===== src/rtl/wseq_pkg.sv =====
package wseq_pkg;

    typedef enum logic [2:0] {
        ST_IDLE      = 3'd0,
        ST_FETCH_LO  = 3'd1,
        ST_FETCH_HI  = 3'd2,
        ST_RUN       = 3'd3,
        ST_WAIT_DRUM = 3'd4
    } seq_state_e;

    localparam logic [3:0] BCD_MAX = 4'd9;

    // One decimal digit step: returns the incremented digit, wrapping 9 to 0.
    function automatic logic [3:0] bcd_digit_step(input logic [3:0] dig);
        return (dig == BCD_MAX) ? 4'd0 : dig + 4'd1;
    endfunction

endpackage


===== src/rtl/wseq_edge_lock.sv =====
module wseq_edge_lock #(
    parameter int LOCK_CYC = 200000,
    localparam int LOCK_W = $clog2(LOCK_CYC + 1)
) (
    input  logic clk,
    input  logic rst_n,
    input  logic pin_n,
    output logic evt
);

    typedef struct packed {
        logic [1:0]        sync;
        logic              prev;
        logic [LOCK_W-1:0] hold;
    } lock_t;

    lock_t r_d, r_q;
    logic  fall;

    always_comb begin
        r_d      = r_q;
        r_d.sync = {r_q.sync[0], pin_n};
        r_d.prev = r_q.sync[1];
        fall     = r_q.prev & ~r_q.sync[1];
        evt      = fall & (r_q.hold == '0);
        if (evt) begin
            r_d.hold = LOCK_W'(LOCK_CYC);
        end else if (r_q.hold != '0) begin
            r_d.hold = r_q.hold - 1'b1;
        end
    end

    always_ff @(posedge clk or negedge rst_n) begin
        if (!rst_n) begin
            r_q.sync <= 2'b11;
            r_q.prev <= 1'b1;
            r_q.hold <= '0;
        end else begin
            r_q <= r_d;
        end
    end

endmodule


===== src/rtl/wseq_bcd_count.sv =====
module wseq_bcd_count
    import wseq_pkg::*;
#(
    parameter int DIGITS = 4,
    localparam int CW = 4 * DIGITS
) (
    input  logic          clk,
    input  logic          rst_n,
    input  logic          clr,
    input  logic          inc,
    output logic [CW-1:0] count
);

    logic [3:0]        dig_d [DIGITS];
    logic [3:0]        dig_q [DIGITS];
    logic [DIGITS-1:0] carry;

    assign carry[0] = inc;

    for (genvar g = 0; g < DIGITS; g++) begin : g_digit
        if (g < DIGITS - 1) begin : g_chain
            assign carry[g+1] = carry[g] & (dig_q[g] == BCD_MAX);
        end

        always_comb begin
            if (clr) begin
                dig_d[g] = 4'd0;
            end else if (carry[g]) begin
                dig_d[g] = bcd_digit_step(dig_q[g]);
            end else begin
                dig_d[g] = dig_q[g];
            end
        end

        assign count[4*g +: 4] = dig_q[g];
    end

    always_ff @(posedge clk or negedge rst_n) begin
        if (!rst_n) begin
            for (int i = 0; i < DIGITS; i++) dig_q[i] <= 4'd0;
        end else begin
            for (int i = 0; i < DIGITS; i++) dig_q[i] <= dig_d[i];
        end
    end

endmodule


===== src/rtl/wseq_step_fsm.sv =====
module wseq_step_fsm
    import wseq_pkg::*;
#(
    parameter int ADDR_W = 8,
    parameter int DATA_W = 8,
    localparam int CNT_W = 2 * DATA_W
) (
    input  logic              clk,
    input  logic              rst_n,
    input  logic              enable,
    input  logic              start,
    input  logic [ADDR_W-1:0] total_bytes,
    input  logic              mem_ack,
    input  logic [DATA_W-1:0] mem_data,
    input  logic              enc_evt,
    input  logic              drum_evt,
    input  logic [CNT_W-1:0]  count,
    output logic              mem_req,
    output logic [ADDR_W-1:0] mem_addr,
    output logic              motor_run,
    output logic              motor_dir,
    output logic              relay_on,
    output logic              cnt_clr,
    output logic              cnt_inc
);

    typedef struct packed {
        seq_state_e        state;
        logic [ADDR_W-1:0] ptr;
        logic [CNT_W-1:0]  target;
        logic [ADDR_W-1:0] steps_done;
        logic              relay;
    } fsm_t;

    fsm_t              s_d, s_q;
    logic [ADDR_W-1:0] total_steps;
    logic              hit;

    assign total_steps = total_bytes >> 1;
    assign hit         = (count == s_q.target);

    always_comb begin
        s_d     = s_q;
        cnt_clr = 1'b0;
        cnt_inc = 1'b0;
        if (!enable) begin
            s_d.state = ST_IDLE;
            s_d.relay = 1'b0;
        end else begin
            unique case (s_q.state)
                ST_IDLE: begin
                    if (start) begin
                        s_d.ptr        = ADDR_W'(1);
                        s_d.steps_done = '0;
                        s_d.relay      = 1'b0;
                        cnt_clr        = 1'b1;
                        if (total_steps != '0) s_d.state = ST_FETCH_LO;
                    end
                end
                ST_FETCH_LO: begin
                    if (mem_ack) begin
                        s_d.target[DATA_W-1:0] = mem_data;
                        s_d.ptr                = s_q.ptr + 1'b1;
                        s_d.state              = ST_FETCH_HI;
                    end
                end
                ST_FETCH_HI: begin
                    if (mem_ack) begin
                        s_d.target[CNT_W-1:DATA_W] = mem_data;
                        s_d.state                  = ST_RUN;
                    end
                end
                ST_RUN: begin
                    if (hit) begin
                        cnt_clr        = 1'b1;
                        s_d.relay      = 1'b1;
                        s_d.steps_done = s_q.steps_done + 1'b1;
                        s_d.state      = ST_WAIT_DRUM;
                    end else if (enc_evt) begin
                        cnt_inc = 1'b1;
                    end
                end
                ST_WAIT_DRUM: begin
                    if (drum_evt) begin
                        if (s_q.steps_done == total_steps) begin
                            s_d.state = ST_IDLE;
                            s_d.relay = 1'b0;
                        end else begin
                            s_d.ptr   = s_q.ptr + 1'b1;
                            s_d.state = ST_FETCH_LO;
                        end
                    end
                end
                default: s_d.state = ST_IDLE;
            endcase
        end
    end

    always_ff @(posedge clk or negedge rst_n) begin
        if (!rst_n) begin
            s_q.state      <= ST_IDLE;
            s_q.ptr        <= '0;
            s_q.target     <= '0;
            s_q.steps_done <= '0;
            s_q.relay      <= 1'b0;
        end else begin
            s_q <= s_d;
        end
    end

    assign mem_req   = (s_q.state == ST_FETCH_LO) || (s_q.state == ST_FETCH_HI);
    assign mem_addr  = s_q.ptr;
    assign motor_run = (s_q.state == ST_RUN);
    assign motor_dir = (s_q.state == ST_RUN);
    assign relay_on  = s_q.relay;

endmodule


===== src/rtl/winding_sequencer.sv =====
module winding_sequencer #(
    parameter int ADDR_W   = 8,
    parameter int DATA_W   = 8,
    parameter int LOCK_CYC = 200000,
    localparam int CNT_W   = 2 * DATA_W,
    localparam int DIGITS  = CNT_W / 4,
    localparam int N_SENSE = 2
) (
    input  logic              clk,
    input  logic              rst_n,
    input  logic              enable,
    input  logic              start,
    input  logic [ADDR_W-1:0] total_bytes,
    output logic              mem_req,
    output logic [ADDR_W-1:0] mem_addr,
    input  logic              mem_ack,
    input  logic [DATA_W-1:0] mem_data,
    input  logic              encoder_n,
    input  logic              drum_n,
    output logic              motor_run,
    output logic              motor_dir,
    output logic              relay_a,
    output logic              relay_b,
    output logic [CNT_W-1:0]  count_bcd
);

    logic [N_SENSE-1:0] raw_n;
    logic [N_SENSE-1:0] evt;
    logic               cnt_clr;
    logic               cnt_inc;
    logic               relay_on;

    assign raw_n = {drum_n, encoder_n};

    for (genvar k = 0; k < N_SENSE; k++) begin : g_sense
        wseq_edge_lock #(.LOCK_CYC(LOCK_CYC)) u_lock (
            .clk   (clk),
            .rst_n (rst_n),
            .pin_n (raw_n[k]),
            .evt   (evt[k])
        );
    end

    wseq_bcd_count #(.DIGITS(DIGITS)) u_count (
        .clk   (clk),
        .rst_n (rst_n),
        .clr   (cnt_clr),
        .inc   (cnt_inc),
        .count (count_bcd)
    );

    wseq_step_fsm #(.ADDR_W(ADDR_W), .DATA_W(DATA_W)) u_fsm (
        .clk         (clk),
        .rst_n       (rst_n),
        .enable      (enable),
        .start       (start),
        .total_bytes (total_bytes),
        .mem_ack     (mem_ack),
        .mem_data    (mem_data),
        .enc_evt     (evt[0]),
        .drum_evt    (evt[1]),
        .count       (count_bcd),
        .mem_req     (mem_req),
        .mem_addr    (mem_addr),
        .motor_run   (motor_run),
        .motor_dir   (motor_dir),
        .relay_on    (relay_on),
        .cnt_clr     (cnt_clr),
        .cnt_inc     (cnt_inc)
    );

    assign relay_a = relay_on;
    assign relay_b = relay_on;

endmodule


===== config.mk =====
export PLATFORM = sky130hd
export DESIGN_NAME = winding_sequencer
export DESIGN_NICKNAME = d
export VERILOG_FILES = /design/src/rtl/wseq_pkg.sv /design/src/rtl/wseq_edge_lock.sv /design/src/rtl/wseq_bcd_count.sv /design/src/rtl/wseq_step_fsm.sv /design/src/rtl/winding_sequencer.sv
export SDC_FILE = /design/constraint.sdc
export NUM_CORES = 1
export LEC_CHECK = 0
export BUFFER_PORTS_ARGS = -buffer_cell sky130_fd_sc_hd__buf_2
export CAP_MARGIN = 20
export CORE_MARGIN = 2
export CORE_UTILIZATION = 30
export CTS_BUF_LIST = sky130_fd_sc_hd__clkbuf_8
export DETAILED_ROUTE_END_ITERATION = 7
export HOLD_SLACK_MARGIN = 0.03
export PLACE_DENSITY = 0.56
export SLEW_MARGIN = 15
export SYNTH_ARGS = -nofsm -noshare
export SYNTH_HDL_FRONTEND = slang
export SYNTH_SLANG_ARGS = --single-unit

===== constraint.sdc =====
create_clock -name clk -period 5.2 [get_ports clk]
set_input_delay 0.26 -clock clk [delete_from_list [all_inputs] [get_ports clk]]
set_output_delay 0.26 -clock clk [all_outputs]
set_load 0.005 [all_outputs]

After elaboration in Yosys (flattened, before gate mapping)
Cells that the tools add are included.
{"block": "totals", "mem_bits_ro": 0, "mem_count": 0, "latch_bits": 0, "wordCells": 119, "reg_bits": 94, "input_bits": 23, "mem_bits_rw": 0}
{"block": "op_classes", "addsub": 8, "n_reduce_logical": 21, "bitwise": 9, "n_lt_le_gt_ge": 0, "eq_ne": 23, "n_div": 0, "mux": 42, "n_shift": 0, "multipliers": 0}
{"operator": "$mux 18", "n": 4}
{"operator": "$mux 4", "n": 12}
{"operator": "$logic_not 18->1", "n": 2}
{"operator": "$reduce_bool 18->1", "n": 2}
{"operator": "$sub 18x1->18 const B", "n": 2}
{"operator": "$mux 11", "n": 3}
{"operator": "$pmux 8 s3", "n": 1}
{"operator": "$mux 9", "n": 2}
{"operator": "$add 4x1->4 const B", "n": 4}
{"operator": "$add 8x1->8 const B", "n": 2}
{"operator": "$eq 16x16->1", "n": 1}
{"operator": "$eq 4x4->1 const B", "n": 4}
{"operator": "$pmux 8 s2", "n": 1}
{"operator": "$pmux 3 s5", "n": 1}
{"operator": "$reduce_bool 2->1", "n": 7}
{"operator": "$mux 3", "n": 4}
{"operator": "$ne 3x3->1 const B", "n": 4}
{"operator": "$reduce_and 6->1", "n": 2}
{"operator": "$mux 1", "n": 11}
{"operator": "$ne 3x2->1 const B", "n": 3}
{"operator": "$eq 8x7->1", "n": 1}
{"operator": "$mux 8", "n": 1}
{"operator": "$ne 2x2->1 const B", "n": 4}
{"operator": "$reduce_bool 8->1", "n": 1}
{"operator": "15 further kinds", "n": 24}

Logic depth before layout (Yosys ltp)
{"block": "logic_depth", "word_depth": 12, "mapped_depth": 8}

Hierarchy
Synthesis repeated with hierarchy kept, for this count alone.
{"block": "unflattened", "cells_unflattened": 524, "hier_area_um2": 5371.4}
{"mod": "wseq_step_fsm", "area_each_um2": 2383.5, "instances": 1, "seq_area_each_um2": 900.9, "cells_per_inst": 241}
{"mod": "wseq_edge_lock", "area_each_um2": 1009.7, "instances": 2, "seq_area_each_um2": 529.3, "cells_per_inst": 89}
{"mod": "wseq_bcd_count", "area_each_um2": 960.9, "instances": 1, "seq_area_each_um2": 400.4, "cells_per_inst": 104}
{"mod": "winding_sequencer", "area_each_um2": 7.5, "instances": 1, "seq_area_each_um2": 0.0, "cells_per_inst": 1}

Worst setup path after synthesis
OpenSTA, ideal clock, no wires.
{"block": "synth_timing", "kind": "reg-to-reg", "startpoint": "register g_sense[1].u_lock.r_q[7] (netlist bit)", "endpoint": "register u_fsm.s_q (netlist bit u_fsm.mem_addr[1])", "path_stages_with_launch": 7, "setup_ns": 0.128, "slack_ns": 2.913, "arrival_time_ns": 2.160, "cell_sequence": "dfrtp_1 or4_4 or4_1 a211o_1 buf_6 a21boi_2 mux2_1"}
{"block": "synth_between", "elab_chain_len": 4}
{"item": "start: declaration", "line": "wseq_edge_lock.sv:17", "rtl": "lock_t r_d, r_q;"}
{"item": "start signal: assignment", "line": "wseq_edge_lock.sv:39", "rtl": "r_q <= r_d;"}
{"item": "$logic_not 18->1", "line": "wseq_edge_lock.sv:25", "rtl": "evt = fall & (r_q.hold == '0);"}
{"item": "$and 1x1->1", "line": "wseq_edge_lock.sv:25"}
{"item": "$ne 2x2->1 (no source line)"}
{"item": "$reduce_and 6->1 (no source line)"}
{"item": "end: declaration", "line": "wseq_step_fsm.sv:35", "rtl": "fsm_t s_d, s_q;"}
Every way passes these cells.
A chain may end at the register's enable or synchronous reset.

Worst setup path in the final report
{"block": "layout_timing", "startpoint": "register u_fsm.s_q[35] (netlist bit)", "endpoint": "register u_count.dig_q (netlist bit u_count.count[14])"}
{"block": "layout_between", "elab_chain_len": 7}
{"item": "$eq 3x2->1", "line": "wseq_step_fsm.sv:50", "rtl": "unique case (s_q.state)"}
{"item": "$mux 1", "line": "wseq_step_fsm.sv:50"}
{"item": "$mux 1", "line": "wseq_step_fsm.sv:46", "rtl": "if (!enable) begin"}
{"item": "$and 1x1->1 (3 in a row)", "line": "wseq_bcd_count.sv:22", "rtl": "assign carry[g+1] = carry[g] & (dig_q[g] == BCD_MAX);"}
{"item": "$reduce_bool 2->1 (no source line)"}
{"item": "end: declaration", "line": "wseq_bcd_count.sv:15", "rtl": "logic [3:0] dig_q [DIGITS];"}
Parallel ways exist; a longest one is shown, timed or not.

==> results.yml <==
yosys:
  avgSynthCellArea_sq_um: 10.1
  synth.yosys.seq_area_share_pct: 45.1
  yosysWarnings: 0
  synth_top_area_share_pct: 42.1
  synth-seq-cells: 94
  ys_top_cells_by_area: "dfrtp_1 (42%), xor2_1 (4.9%), mux2_2 (3.9%)"
  synth_cell_types: 61
  synth_area_leader_cell: "dfrtp_1"
  synth_nets: 555
  async_flop_share_pct: 100
  synth_flop_cell: "dfrtp_1"
  synth_edf_count: 0
  syn_inst: 518
  synth_area_sq_um: 5240
sta:
  rsz0062_at_grt: "false"
  period_share_pct: 53.3
  worst_pin_slew_ns: 0.841
  setup_viol: 0
  hold_violations: 0
  finalSetupTns_ns: 0
  timing.hold.ws_ns: 0.126
  max_freq_mhz: 361
  slew_viol_final: 0
  relSlewSlack_pct: 43.6
  skew_ns: 0.0171
  finalCriticalPeriod_ns: 2.77
power_and_ir_drop:
  power_density_nw_per_um2: 352
  p_leak_nw: 2.59
  peakVddDrop_v: 0.000170
clock_tree:
  path_clk_slew_ns: 0.10
  insertion_delay_ns: 0.37
  clkSinkCount: 94
  h-tree-depth: 3
  clockRootBuffer: "clkbuf_8"
  numCtsBuffers: 9
  clk_path_buf_depth: 2
  postCtsSetupBuffers: 0
  cts_tree: "done"
finish:
  final_cell_mix: "dfrtp_1 (88), buf_2 (49), a21oi_1 (34)"
  final_common_cell: "dfrtp_1"
  fill_cells: 1760
  drive_gt1_share_pct: 18.3
  final_nets: 596
  insertedDiodeCount: 0
  synthToLayoutAreaGrowth_pct: 12.3
  regArea_sq_um: 2360
  multiInputGateArea_sq_um: 2660
global_routing:
  track_usage_pct: 13.9
  grt.overflow.total: 0
  grt_pass1_vias: 4075
  grt_max_degree: 64
  grt_pass1_wl_mm: 20.5
  antenna_found_initial: 0
place:
  dp_hpwl_mm: 8.69
  gp_congestion: 0.799
  io_buffers: 50
worst_setup_path:
  max_stage_delay_ns: 0.64
  r2r_slack_ns: 2.43
  cp-start-kind: "register"
  path_max_fanout: 17
  endpoint_kind: "register"
  r2r_end: "u_count.count[14]$_DFFE_PN0P_"
  cp.required_ns: 5.49
  ff2ff_path_depth: 5
  path_cells: "nor2b_1, and3_1, nand4_1, or4b_1, a21oi_1"
  crit_slowest_cell: "dfrtp_1"
  cp_data_arrival_time_ns: 3.07
  rr_startpoint: "u_fsm.s_q[35]$_DFFE_PN0P_"
  crit_type: "register to register"
die:
  die-height_um: 136
  fp.dieW_um: 136
  core_sq_um: 17200
  core.rowCount: 48
  boundaryPins: 52
  initial_core_util_pct: 30.5
  dieArea_sq_um: 18500
routing:
  drc: 0
  wl_per_cell_um: 15.2
  firstDrtPassIters: 6
  num_vias: 4073
  ant_nets: 0
  wl_mm: 12.0
  drt_iter0_drc: 326
  vias_per_cell: 5.16
hold_path:
  worstHoldEndpoint: "u_fsm.s_q[11]$_DFFE_PN0P_"
  min_from: "mem_data[2]"
  whs_path_depth: 2
  min_path_type: "input pin to register"
flow_run:
  maxCapViolations: 0
run_status:
  status: "finished, final reports clean"
## final cells by class
type | instances | area share, %
multi-input combinational | 380 | 45.3
timing repair buffer | 56 | 5.19
sequential | 94 | 40.1
clock buffer | 11 | 2.58
inverter | 18 | 1.15
clock inverter | 5 | 0.851
tap | 225 | 4.79
## power by group
group          total, mW  switching (mW)  internal, mW
logic              0.488           0.240         0.248
registers           1.08           0.176         0.903
clock network      0.502           0.257         0.245
total               2.07           0.673          1.40
## synth_stat cells (3+ instances only)
library cell and count:
nand4_1 10, clkbuf_1 12, mux2i_1 10, nand2b_1 12, buf_4 10, a211oi_1 5
or4_1 16, inv_1 18, nor4_1 11, nor2_1 23, ha_1 14, xor2_1 29
nor2b_1 5, and3_1 14, or4b_1 4, dfstp_2 6, and3b_1 3, nand3_1 18
or3_1 5, a21o_1 5, o21ai_0 23, a31oi_1 10, a21oi_1 34, nor3_1 16
mux2_2 18, xnor2_1 13, o31ai_1 8, dfrtp_1 88, nand2_1 33, nor3b_1 3
## how the worst max path moves through the flow
stage / startpoint / end / cells past startpoint
2_1_floorplan: g_sense[1].u_lock.r_q[7]$_DFFE_PN0P_ / u_fsm.mem_addr[1]$_DFFE_PN0P_ / 6
3_3_place_gp: u_fsm.s_q[35]$_DFFE_PN0P_ / u_count.count[13]$_DFFE_PN0P_ / 5
3_5_place_dp: u_fsm.s_q[35]$_DFFE_PN0P_ / u_count.count[14]$_DFFE_PN0P_ / 5
4_1_cts: u_fsm.s_q[35]$_DFFE_PN0P_ / u_count.count[14]$_DFFE_PN0P_ / 5
5_1_grt: u_fsm.s_q[35]$_DFFE_PN0P_ / u_count.count[14]$_DFFE_PN0P_ / 5
6_report: u_fsm.s_q[35]$_DFFE_PN0P_ / u_count.count[14]$_DFFE_PN0P_ / 5
## flip-flops by register name, summed over array words and instances, names as in the netlist
name                flops
g_sense.u_lock.r_d      4
u_fsm.relay_on          1
u_fsm.s_q              27
u_count.count          16
g_sense.u_lock.r_q     38
u_fsm.mem_addr          8
## critical path, delay by kind of cell (launching register included)
family	cells	cell delay [ns]
flip-flops	1	0.64
AO/OA/AOI/OAI	1	0.17
AND/OR/NAND/NOR	4	1.89
## cells by family (layout without fill, tap and decap cells)
family | after synthesis | after routing | synth area share [%]
AOI/OAI and AO/OA | 103 | 103 | 12.9
xor gates and xnor gates | 42 | 42 | 7.03
adders and majority gates | 14 | 14 | 3.35
buffers and inverters | 44 | 90 | 4.04
DFF | 94 | 94 | 45.1
muxes | 29 | 29 | 6.00
and+or+nand+nor | 192 | 192 | 21.6
## what timing repair did
item | 4_1_cts | 5_1_grt
endpoints found under the hold margin | 31 | 0
resized for setup | 0 | 0
hold buffers | 3 | 0
## per-stage QoR
stage / cell area (sq um) / instances / util, % / worst slack (ns) / total power [mW]
after floorplan: 5240 / 518 / - / 2.91 / 1.44
after global placement: 5650 / 770 / 32.9 / 2.54 / 1.56
after detailed placement: 5650 / 770 / 32.9 / 2.45 / 1.58
after CTS: 5880 / 789 / 34.2 / 2.43 / 2.10
after global routing: 5880 / 789 / 34.2 / 2.20 / 2.22
final: 5880 / 789 / 34.2 / 2.43 / 2.07
## metal layers
layer  vias to the layer above  global-route usage, %  share of wire (%)
met5                         -                      0                  0
met4                         0                   5.44                1.5
met3                        12                   3.17                4.3
met2                        74                   22.6                 48
met1                      2011                   18.0                 46
li1                       1976                      -                  -
Note: power is estimated with default switching activity, not from simulation.
